## src/rtl/fsr_pkg.sv

```systemverilog
package fsr_pkg;
  localparam int unsigned DQ_W     = 16;
  localparam int unsigned ADDR_W   = 19;
  localparam int unsigned POLL_BIT = 7;
  localparam int unsigned TOG_BIT  = 6;

  typedef enum logic [1:0] {
    MODE_READ  = 2'd0,
    MODE_PROG  = 2'd1,
    MODE_ERASE = 2'd2,
    MODE_HALT  = 2'd3
  } mode_e;
endpackage

```

## src/rtl/fsr_op_timer.sv

```systemverilog
module fsr_op_timer #(
  parameter int unsigned PROG_CYCLES  = 6,
  parameter int unsigned ERASE_CYCLES = 20
) (
  input  logic clk_i,
  input  logic rst_ni,
  input  logic load_prog_i,
  input  logic load_erase_i,
  input  logic run_i,
  output logic done_o
);
  localparam int unsigned MAX_CYC = (PROG_CYCLES > ERASE_CYCLES) ? PROG_CYCLES : ERASE_CYCLES;
  localparam int unsigned CNT_W   = (MAX_CYC > 1) ? $clog2(MAX_CYC) : 1;

  logic [CNT_W-1:0] cnt_q;

  always_ff @(posedge clk_i or negedge rst_ni) begin
    if (!rst_ni) begin
      cnt_q <= '0;
    end else if (load_prog_i) begin
      cnt_q <= CNT_W'(PROG_CYCLES - 1);
    end else if (load_erase_i) begin
      cnt_q <= CNT_W'(ERASE_CYCLES - 1);
    end else if (run_i && cnt_q != '0) begin
      cnt_q <= cnt_q - CNT_W'(1);
    end
  end

  assign done_o = run_i && (cnt_q == '0);
endmodule

```

## src/rtl/fsr_mode_ctl.sv

```systemverilog
module fsr_mode_ctl
  import fsr_pkg::*;
(
  input  logic  clk_i,
  input  logic  rst_ni,
  input  logic  frst_ni,
  input  logic  prog_start_i,
  input  logic  erase_start_i,
  input  logic  done_i,
  output mode_e mode_o,
  output logic  load_prog_o,
  output logic  load_erase_o
);
  mode_e mode_q, mode_d;

  assign load_prog_o  = frst_ni && (mode_q == MODE_READ) && prog_start_i;
  assign load_erase_o = frst_ni && (mode_q == MODE_READ) && erase_start_i && !prog_start_i;

  always_comb begin
    mode_d = mode_q;
    if (!frst_ni) begin
      mode_d = MODE_HALT;
    end else begin
      unique case (mode_q)
        MODE_READ: begin
          if (load_prog_o)       mode_d = MODE_PROG;
          else if (load_erase_o) mode_d = MODE_ERASE;
        end
        MODE_PROG, MODE_ERASE: if (done_i) mode_d = MODE_READ;
        MODE_HALT: mode_d = MODE_READ;
        default:   mode_d = MODE_READ;
      endcase
    end
  end

  always_ff @(posedge clk_i or negedge rst_ni) begin
    if (!rst_ni) mode_q <= MODE_READ;
    else         mode_q <= mode_d;
  end

  assign mode_o = mode_q;
endmodule

```

## src/rtl/fsr_read_path.sv

```systemverilog
module fsr_read_path
  import fsr_pkg::*;
(
  input  logic            clk_i,
  input  logic            rst_ni,
  input  logic            frst_ni,
  input  mode_e           mode_i,
  input  logic            rd_en_i,
  input  logic            load_prog_i,
  input  logic            load_erase_i,
  input  logic [DQ_W-1:0] wr_data_i,
  input  logic [DQ_W-1:0] arr_data_i,
  output logic [DQ_W-1:0] dq_o
);
  logic            poll_q;
  logic            tog_q;
  logic [DQ_W-1:0] dq_q;
  logic [DQ_W-1:0] status;
  logic            busy;

  assign busy = (mode_i == MODE_PROG) || (mode_i == MODE_ERASE);

  always_comb begin
    status           = '0;
    status[POLL_BIT] = poll_q;
    status[TOG_BIT]  = tog_q;
  end

  always_ff @(posedge clk_i or negedge rst_ni) begin
    if (!rst_ni) begin
      poll_q <= 1'b0;
    end else if (load_prog_i) begin
      poll_q <= ~wr_data_i[POLL_BIT];
    end else if (load_erase_i) begin
      poll_q <= 1'b0;
    end
  end

  always_ff @(posedge clk_i or negedge rst_ni) begin
    if (!rst_ni) begin
      dq_q  <= '0;
      tog_q <= 1'b0;
    end else if (!frst_ni || mode_i == MODE_HALT) begin
      dq_q <= '0;
    end else if (rd_en_i) begin
      dq_q <= busy ? status : arr_data_i;
      if (busy) tog_q <= ~tog_q;
    end
  end

  assign dq_o = dq_q;
endmodule

```

## src/rtl/flash_status_responder.sv

```systemverilog
module flash_status_responder
  import fsr_pkg::*;
#(
  parameter int unsigned PROG_CYCLES  = 6,
  parameter int unsigned ERASE_CYCLES = 20
) (
  input  logic              clk_i,
  input  logic              rst_ni,
  input  logic              frst_ni,
  input  logic              prog_start_i,
  input  logic              erase_start_i,
  input  logic [DQ_W-1:0]   wr_data_i,
  input  logic              rd_en_i,
  input  logic [ADDR_W-1:0] rd_addr_i,
  output logic [ADDR_W-1:0] arr_addr_o,
  input  logic [DQ_W-1:0]   arr_data_i,
  output logic [DQ_W-1:0]   dq_o,
  output logic              dq_oe_o,
  output logic              busy_pd_o
);
  mode_e mode_q;
  logic  load_prog, load_erase, op_done, busy;

  assign busy = (mode_q == MODE_PROG) || (mode_q == MODE_ERASE);

  fsr_mode_ctl u_mode (
    .clk_i        (clk_i),
    .rst_ni       (rst_ni),
    .frst_ni      (frst_ni),
    .prog_start_i (prog_start_i),
    .erase_start_i(erase_start_i),
    .done_i       (op_done),
    .mode_o       (mode_q),
    .load_prog_o  (load_prog),
    .load_erase_o (load_erase)
  );

  fsr_op_timer #(
    .PROG_CYCLES (PROG_CYCLES),
    .ERASE_CYCLES(ERASE_CYCLES)
  ) u_timer (
    .clk_i       (clk_i),
    .rst_ni      (rst_ni),
    .load_prog_i (load_prog),
    .load_erase_i(load_erase),
    .run_i       (busy),
    .done_o      (op_done)
  );

  fsr_read_path u_rd (
    .clk_i       (clk_i),
    .rst_ni      (rst_ni),
    .frst_ni     (frst_ni),
    .mode_i      (mode_q),
    .rd_en_i     (rd_en_i),
    .load_prog_i (load_prog),
    .load_erase_i(load_erase),
    .wr_data_i   (wr_data_i),
    .arr_data_i  (arr_data_i),
    .dq_o        (dq_o)
  );

  assign arr_addr_o = rd_addr_i;
  assign dq_oe_o    = (mode_q != MODE_HALT);
  assign busy_pd_o  = busy;
endmodule

```

## config.mk

```make
export PLATFORM = sky130hd
export DESIGN_NAME = flash_status_responder
export DESIGN_NICKNAME = d
export VERILOG_FILES = /design/src/rtl/fsr_pkg.sv /design/src/rtl/fsr_op_timer.sv /design/src/rtl/fsr_mode_ctl.sv /design/src/rtl/fsr_read_path.sv /design/src/rtl/flash_status_responder.sv
export SDC_FILE = /design/constraint.sdc
export NUM_CORES = 1
export LEC_CHECK = 0
export CAP_MARGIN = 40
export CORE_MARGIN = 2
export CORE_UTILIZATION = 30
export CTS_BUF_LIST = sky130_fd_sc_hd__clkbuf_16
export CTS_CLUSTER_DIAMETER = 50
export DETAILED_ROUTE_END_ITERATION = 16
export MAX_ROUTING_LAYER = met4
export PLACE_DENSITY = 0.72
export SETUP_SLACK_MARGIN = 0.1
export SKIP_LAST_GASP = 1
export SLEW_MARGIN = 20
export SYNTH_ARGS = -nofsm -noshare
export SYNTH_HDL_FRONTEND = slang
export SYNTH_SLANG_ARGS = --single-unit
```

## constraint.sdc

```tcl
create_clock -name clk_i -period 1.8 [get_ports clk_i]
set_clock_uncertainty 0.05 [all_clocks]
set_input_delay 0.36 -clock clk_i [delete_from_list [all_inputs] [get_ports clk_i]]
set_output_delay 0.36 -clock clk_i [all_outputs]
set_load 0.005 [all_outputs]
```

**Word-level counts from Yosys, hierarchy flattened**

Index checks and enable logic that the tools add are counted.

- Output and inout port bits: 37
- Flip-flop bits (word level): 25
- Word-level logic and storage cells: 47

- Mux-type cells: 13
- Equal/unequal tests: 6
- Bitwise logic cells: 3
- Add/subtract/negate cells: 1
- Reduce and logical (&&, ||, !) cells: 19

Operators with widths:

| cell | count |
|---|---|
| two-way mux 16 bit | 3 |
| two-way mux 5 bit | 3 |
| two-way mux 2 bit | 4 |
| logical AND 1 bit | 6 |
| one-hot mux 2 bit (3 select lines) | 1 |
| zero test 5 bit | 1 |
| nonzero test 5 bit | 1 |
| subtractor 5 x 1 -> 5 bit (second input constant) | 1 |
| equality test 2 bit (second input constant) | 2 |
| != test 4 bit (second input constant) | 1 |
| nonzero test 2 bit | 2 |
| != test 3 bit (second input constant) | 1 |
| inverter 1 bit | 3 |
| AND reduction 3 bit | 1 |
| nonzero test 3 bit | 1 |
| equality test 2 x 1 -> 1 bit (second input constant) | 1 |
| zero test 1 bit | 2 |
| zero test 2 bit | 1 |
| logical OR 1 bit | 2 |
| two-way mux 1 bit | 2 |
| != test 2 bit (second input constant) | 1 |
| AND reduction 2 bit | 1 |
| OR reduction 2 bit | 1 |

**Depth between registers and ports, before layout**

Gate-level depths: netlist of run 1.

- Depth in word-level cells: 8
- Gate-level depth with buffers: 6

**Cells and area by module**

A second synthesis of run 1 with hierarchy kept.

- Cells, all modules: 115
- Area, all modules: 1303.8 um^2

Modules (own cells, without submodules):

| module | cells each | instances | sequential area each (um^2) | area an instance (um^2) |
|---|---|---|---|---|
| fsr_read_path | 46 | 1 | 450.4 | 701.9 |
| fsr_op_timer | 31 | 1 | 125.1 | 302.8 |
| flash_status_responder | 21 | 1 | 0.0 | 158.9 |
| fsr_mode_ctl | 17 | 1 | 50.0 | 140.1 |

**Worst setup path before layout of run 1**

Ideal clock, no wire load.

- Path kind: register -> register
- From: register u_mode.mode_q[0], in the netlist u_mode.mode_o[0]
- To: register u_timer.cnt_q[4]
- Setup time: 0.135 ns
- Required time: 1.615 ns
- Buffers on the path: 1
- Data arrival time: 1.397 ns
- Path slack: 0.218 ns
- Stages on the path, launching flop included: 7
- Path through: dfrtp_1 -> inv_1 -> ha_1 -> buf_2 -> inv_1 -> o41ai_1 -> a21boi_0

RTL lines:

| item | line | text |
|---|---|---|
| start: declaration | fsr_mode_ctl.sv:14 | `mode_e mode_q, mode_d;` |
| start signal: assignment | fsr_mode_ctl.sv:38 | `else mode_q <= mode_d;` |
| equality test 2 x 1 -> 1 bit / equality test 2 bit (equally long branches) | flash_status_responder.sv:24 | `assign busy = (mode_q == MODE_PROG) \|\| (mode_q == MODE_ERASE);` |
| logical OR 1 bit * | flash_status_responder.sv:24 |  |
| via busy_pd_o | flash_status_responder.sv:19 | `output logic busy_pd_o` |
| logical AND 1 bit * | fsr_op_timer.sv:24 | `end else if (run_i && cnt_q != '0) begin` |
| nonzero test 3 bit (no source line) * | -- |  |
| end signal: assignment | fsr_op_timer.sv:21 | `cnt_q <= CNT_W'(PROG_CYCLES - 1);` |
| end signal: assignment | fsr_op_timer.sv:23 | `cnt_q <= CNT_W'(ERASE_CYCLES - 1);` |
| end signal: assignment | fsr_op_timer.sv:25 | `cnt_q <= cnt_q - CNT_W'(1);` |
| end: declaration | fsr_op_timer.sv:15 | `logic [CNT_W-1:0] cnt_q;` |

Mark *: on every way through the listed nets, which the timed path passes. The rest lies on a longest branch.
A chain may end at the register's enable or synchronous reset.

**Worst setup path after layout of run 1**

- From: register u_mode.mode_q[0], in the netlist u_mode.mode_o[0]
- To: output port busy_pd_o

- Cells in the longest elaborated chain, start to end: 2

RTL lines:

| item | line |
|---|---|
| equality test 2 x 1 -> 1 bit / equality test 2 bit (equally long branches) | flash_status_responder.sv:24 |
| logical OR 1 bit * | flash_status_responder.sv:24 |
| end: declaration | flash_status_responder.sv:19 |

Mark *: on every way between the ends. The rest lies on a longest branch, timed or not.

==> results of run 1 <==
-- layout make-up --
type,instances,area (um^2),share of cell area [%]
flip-flops and latches,25,626,35.6
clock inverters,1,5.00,0.285
multi-input cells,58,489,27.8
clock buffers,3,75.1,4.27
well taps,50,62.6,3.56
repair buffers,49,467,26.6
inverters,8,32.5,1.85
-- synth_stat cells --
library cell	number
a21boi_0	1
a21oi_1	1
a22o_1	14
a2bb2oi_2	1
a31oi_1	1
a32oi_1	1
and2b_2	1
and3_1	1
buf_2	4
buf_4	19
dfrtp_1	25
ha_1	3
inv_1	8
mux2i_1	2
nand2_1	5
nand2b_1	1
nand3_1	2
nand3b_1	1
nand4_1	1
nor2_1	3
nor3_1	1
nor3b_2	1
nor4b_4	1
o211ai_1	2
o21ai_0	5
o21ai_1	1
o221a_2	1
o221ai_1	1
o311a_1	1
o41ai_1	2
or3_2	1
or4b_4	1
xor2_1	1
-- worst max-delay path: cells and delay by family, from the launching register on --
family     cells  cell delay, ns
buf+inv        3            0.40
flops          1            0.38
fa+ha+maj      1            0.20
-- logic make-up after synthesis --
family | Yosys count | synth area share (%)
buffers and inverters | 31 | 15.1
multiplexers | 2 | 1.56
XOR/XNOR | 1 | 0.684
AO/OA/AOI/OAI | 32 | 20.1
AND/OR/NAND/NOR | 20 | 10.8
flip-flops | 25 | 48.9
adder cells (fa/ha/maj) | 3 | 2.93
-- timing repair --
| action | 4_1_cts | 5_1_grt |
|---|---|---|
| setup endpoints to repair | 3 | 5 |
| pin swaps | 1 | 0 |
| buffers inserted | 2 | 1 |
| gates cloned | 0 | 0 |
| gates resized for setup | 6 | 4 |
-- worst min-delay path by stage --
stage | slack [ns] | end | cells past startpoint | start
CTS | 0.37 | u_rd.dq_o[10] | 1 | rst_ni
finish | 0.35 | u_rd.dq_o[14] | 1 | rst_ni
detailed placement | 0.41 | u_rd.tog_q | 1 | u_rd.tog_q
global route | 0.38 | u_rd.dq_o[14] | 1 | rst_ni
floorplan | 0.01 | u_mode.mode_o[0] | 0 | rst_ni
global placement | 0.41 | u_rd.tog_q | 1 | u_rd.tog_q
-- routing by layer --
metal	vias up	global-route usage (%)	wire length, um
met2	44	20.4	1410
met5	-	-	0
li1	456	-	-
met3	6	4.51	223
met1	486	14.0	1240
met4	0	5.23	38
-- power groups by stage --
stage,registers [mW],clock network (mW),logic [mW]
after detailed placement,0.858,0,0.986
after floorplan,0.835,0,0.608
after global routing,0.873,0.529,1.19
final,0.851,0.486,1.08
after global placement,0.840,0,0.944
after CTS,0.848,0.502,1.04
-- state kept, by name, indices dropped and copies added (netlist names) --
signal,count
u_mode.mode_o,2
u_rd.poll_q,1
u_timer.cnt_q,5
u_rd.dq_o,16
u_rd.tog_q,1
==> qor.tcl, run 1 <==
set qor(setup.reg_to_reg.worst_slack_ns) 0.15
set qor(initial_core_util_pct) 31.5
set qor(timing.final.setup_violations) 0
set qor(cts_tree) {yes}
set qor(fin_tns_setup_ns) 0
set qor(clk_pin_slew_worst_paths_ns) 0.06
set qor(rsz0062_at_grt) {yes}
set qor(setup.worst_path.start_class) {register}
set qor(grt_overflow) 0
set qor(worst_setup_path_startpoint) {u_mode.mode_o[0]}
set qor(timing.critical_path.fanout_max) 3
set qor(setup_slack_ns) 0.145
set qor(synthesized_nets) 174
set qor(power_mw) 2.42
set qor(crit_required_ns) 1.39
set qor(layout_common_cells) {clkdlybuf4s50_1, dfrtp_1, a22o_1, buf_4, inv_1}
set qor(power_frac_comb_pct) 44.7
set qor(critical_path.cell_chain) {buf_4, inv_4, ha_4, clkdlybuf4s15_1}
set qor(syn-instance-count) 114
set qor(holdBufCountCts) 0
set qor(rr_worst_depth) 5
set qor(finalNonFillerCells) 194
set qor(timing.final.max_slew_violations) 0
set qor(worstSetupPathType) {register to primary output}
set qor(p_sw_uw) 814
set qor(mostFrequentLayoutCell) {clkdlybuf4s50_1}
set qor(worst_pin_slew_ns) 0.429
set qor(drc) 0
set qor(die-width_um) 69.3
set qor(dpl.cell_count) 187
set qor(die-area_um2) 4810
set qor(power.clock.fraction_pct) 20.1
set qor(gr-usage-all-layers_pct) 12.6
set qor(clock_sinks) 25
set qor(first_global_vias) 996
set qor(worstSetupEndpoint) {busy_pd_o}
set qor(power_leakage_nw) 0.759
set qor(worst_ep_arrival_time_ns) 1.25
set qor(drt_iter0_markers) 33
set qor(row_count) 23
set qor(final_core_occ_pct) 43.3
set qor(synthesis.area_per_instance_um2) 11.2
set qor(wl_um) 2900
set qor(timing.rr.start) {u_timer.cnt_q[0]}
set qor(outcome) {completed}
set qor(max_stage_delay_ns) 0.38
set qor(pre_cts_slack_ns) 0.0314
set qor(cell_accounting_for_the_most_synthesized_area) {dfrtp_1}
set qor(via_count) 992
set qor(ir_worst_vdd_v) 0.000575
set qor(power_switching_share_pct) 33.7
set qor(area_growth_syn_to_layout_pct) 37.2
set qor(timing_hold_violations_final) 0
set qor(synth_top_area_share_pct) 48.9
set qor(gp_routability_congestion) 0.745
set qor(critPathSlowestCell) {dfrtp_1}
set qor(htree_num_levels) 1
set qor(power_dens_cells_nw_per_um2) 1380
set qor(hold_slack_ns) 0.354
set qor(core_area_um2) 4060
set qor(drt-vias-per-instance) 5.11
set qor(placed_cell_area_um2) 1630
set qor(layout.cell_area.non_filler_um2) 1760
set qor(worstSetupEndpointType) {primary output}
set qor(antenna_violations_before_repair) 0
set qor(mappedNetlistArea_um2) 1280
set qor(power.share.sequential_pct) 35.2
set qor(post_drt_wl_per_cell_um) 15.0
set qor(detail-route-antenna-nets) 0
set qor(detail_route.first_pass.iterations) 4
set qor(synth_seq_area_share_pct) 48.9
set qor(synth.top_cells.by_area) {dfrtp_1, buf_4, a22o_1}
set qor(max-slew-margin-rel_pct) 71.3
set qor(global_route_wire_length_before_repair_um) 4790
set qor(boundaryPins) 94
set qor(post-route-min-period_ns) 1.66
set qor(rr_endpoint) {u_timer.cnt_q[2]}
set qor(die_outline_height_um) 69.3
set qor(max_cap_viol_count) 0
set qor(cts_inserted_buffers) 3
set qor(port_buffers) 40
set qor(power_internal_mw) 1.60
set qor(antennaDiodeCount) 0
set qor(cts-root-to-sink-buffers) 2
set qor(fin_crit_sh_pct) 92.0
set qor(fin_nets) 205
set qor(layout-drive-gt1-share_pct) 17.4
set qor(hpwl_um) 2260
set qor(timing.hold.worst.class) {primary input to asynchronous set/reset pin}
set qor(netlist-cell-type-count) 33
set qor(num-fill-cells) 369
set qor(fmax_mhz) 604
set qor(yosys_warnings) 0
set qor(ctsRootBufferMaster) {clkbuf_16}
set qor(pin_count_of_the_biggest_net_entering_global_routing) 17
set qor(ys_ff_latch) 25
set qor(clk-insertion-delay-late_ns) 0.26
Power figures use the tool's default switching activity.
==> inputs of run 2 (changes only) <==
--- a/config.mk
+++ b/config.mk
@@ -10,6 +10,7 @@
 export CORE_UTILIZATION = 30
 export CTS_BUF_LIST = sky130_fd_sc_hd__clkbuf_16
 export CTS_CLUSTER_DIAMETER = 50
+export CTS_CLUSTER_SIZE = 12
 export DETAILED_ROUTE_END_ITERATION = 16
 export MAX_ROUTING_LAYER = met4
 export PLACE_DENSITY = 0.72
==> results of run 2 <==
Same layout as run 1: the final DEF is identical, and so are final timing and power.
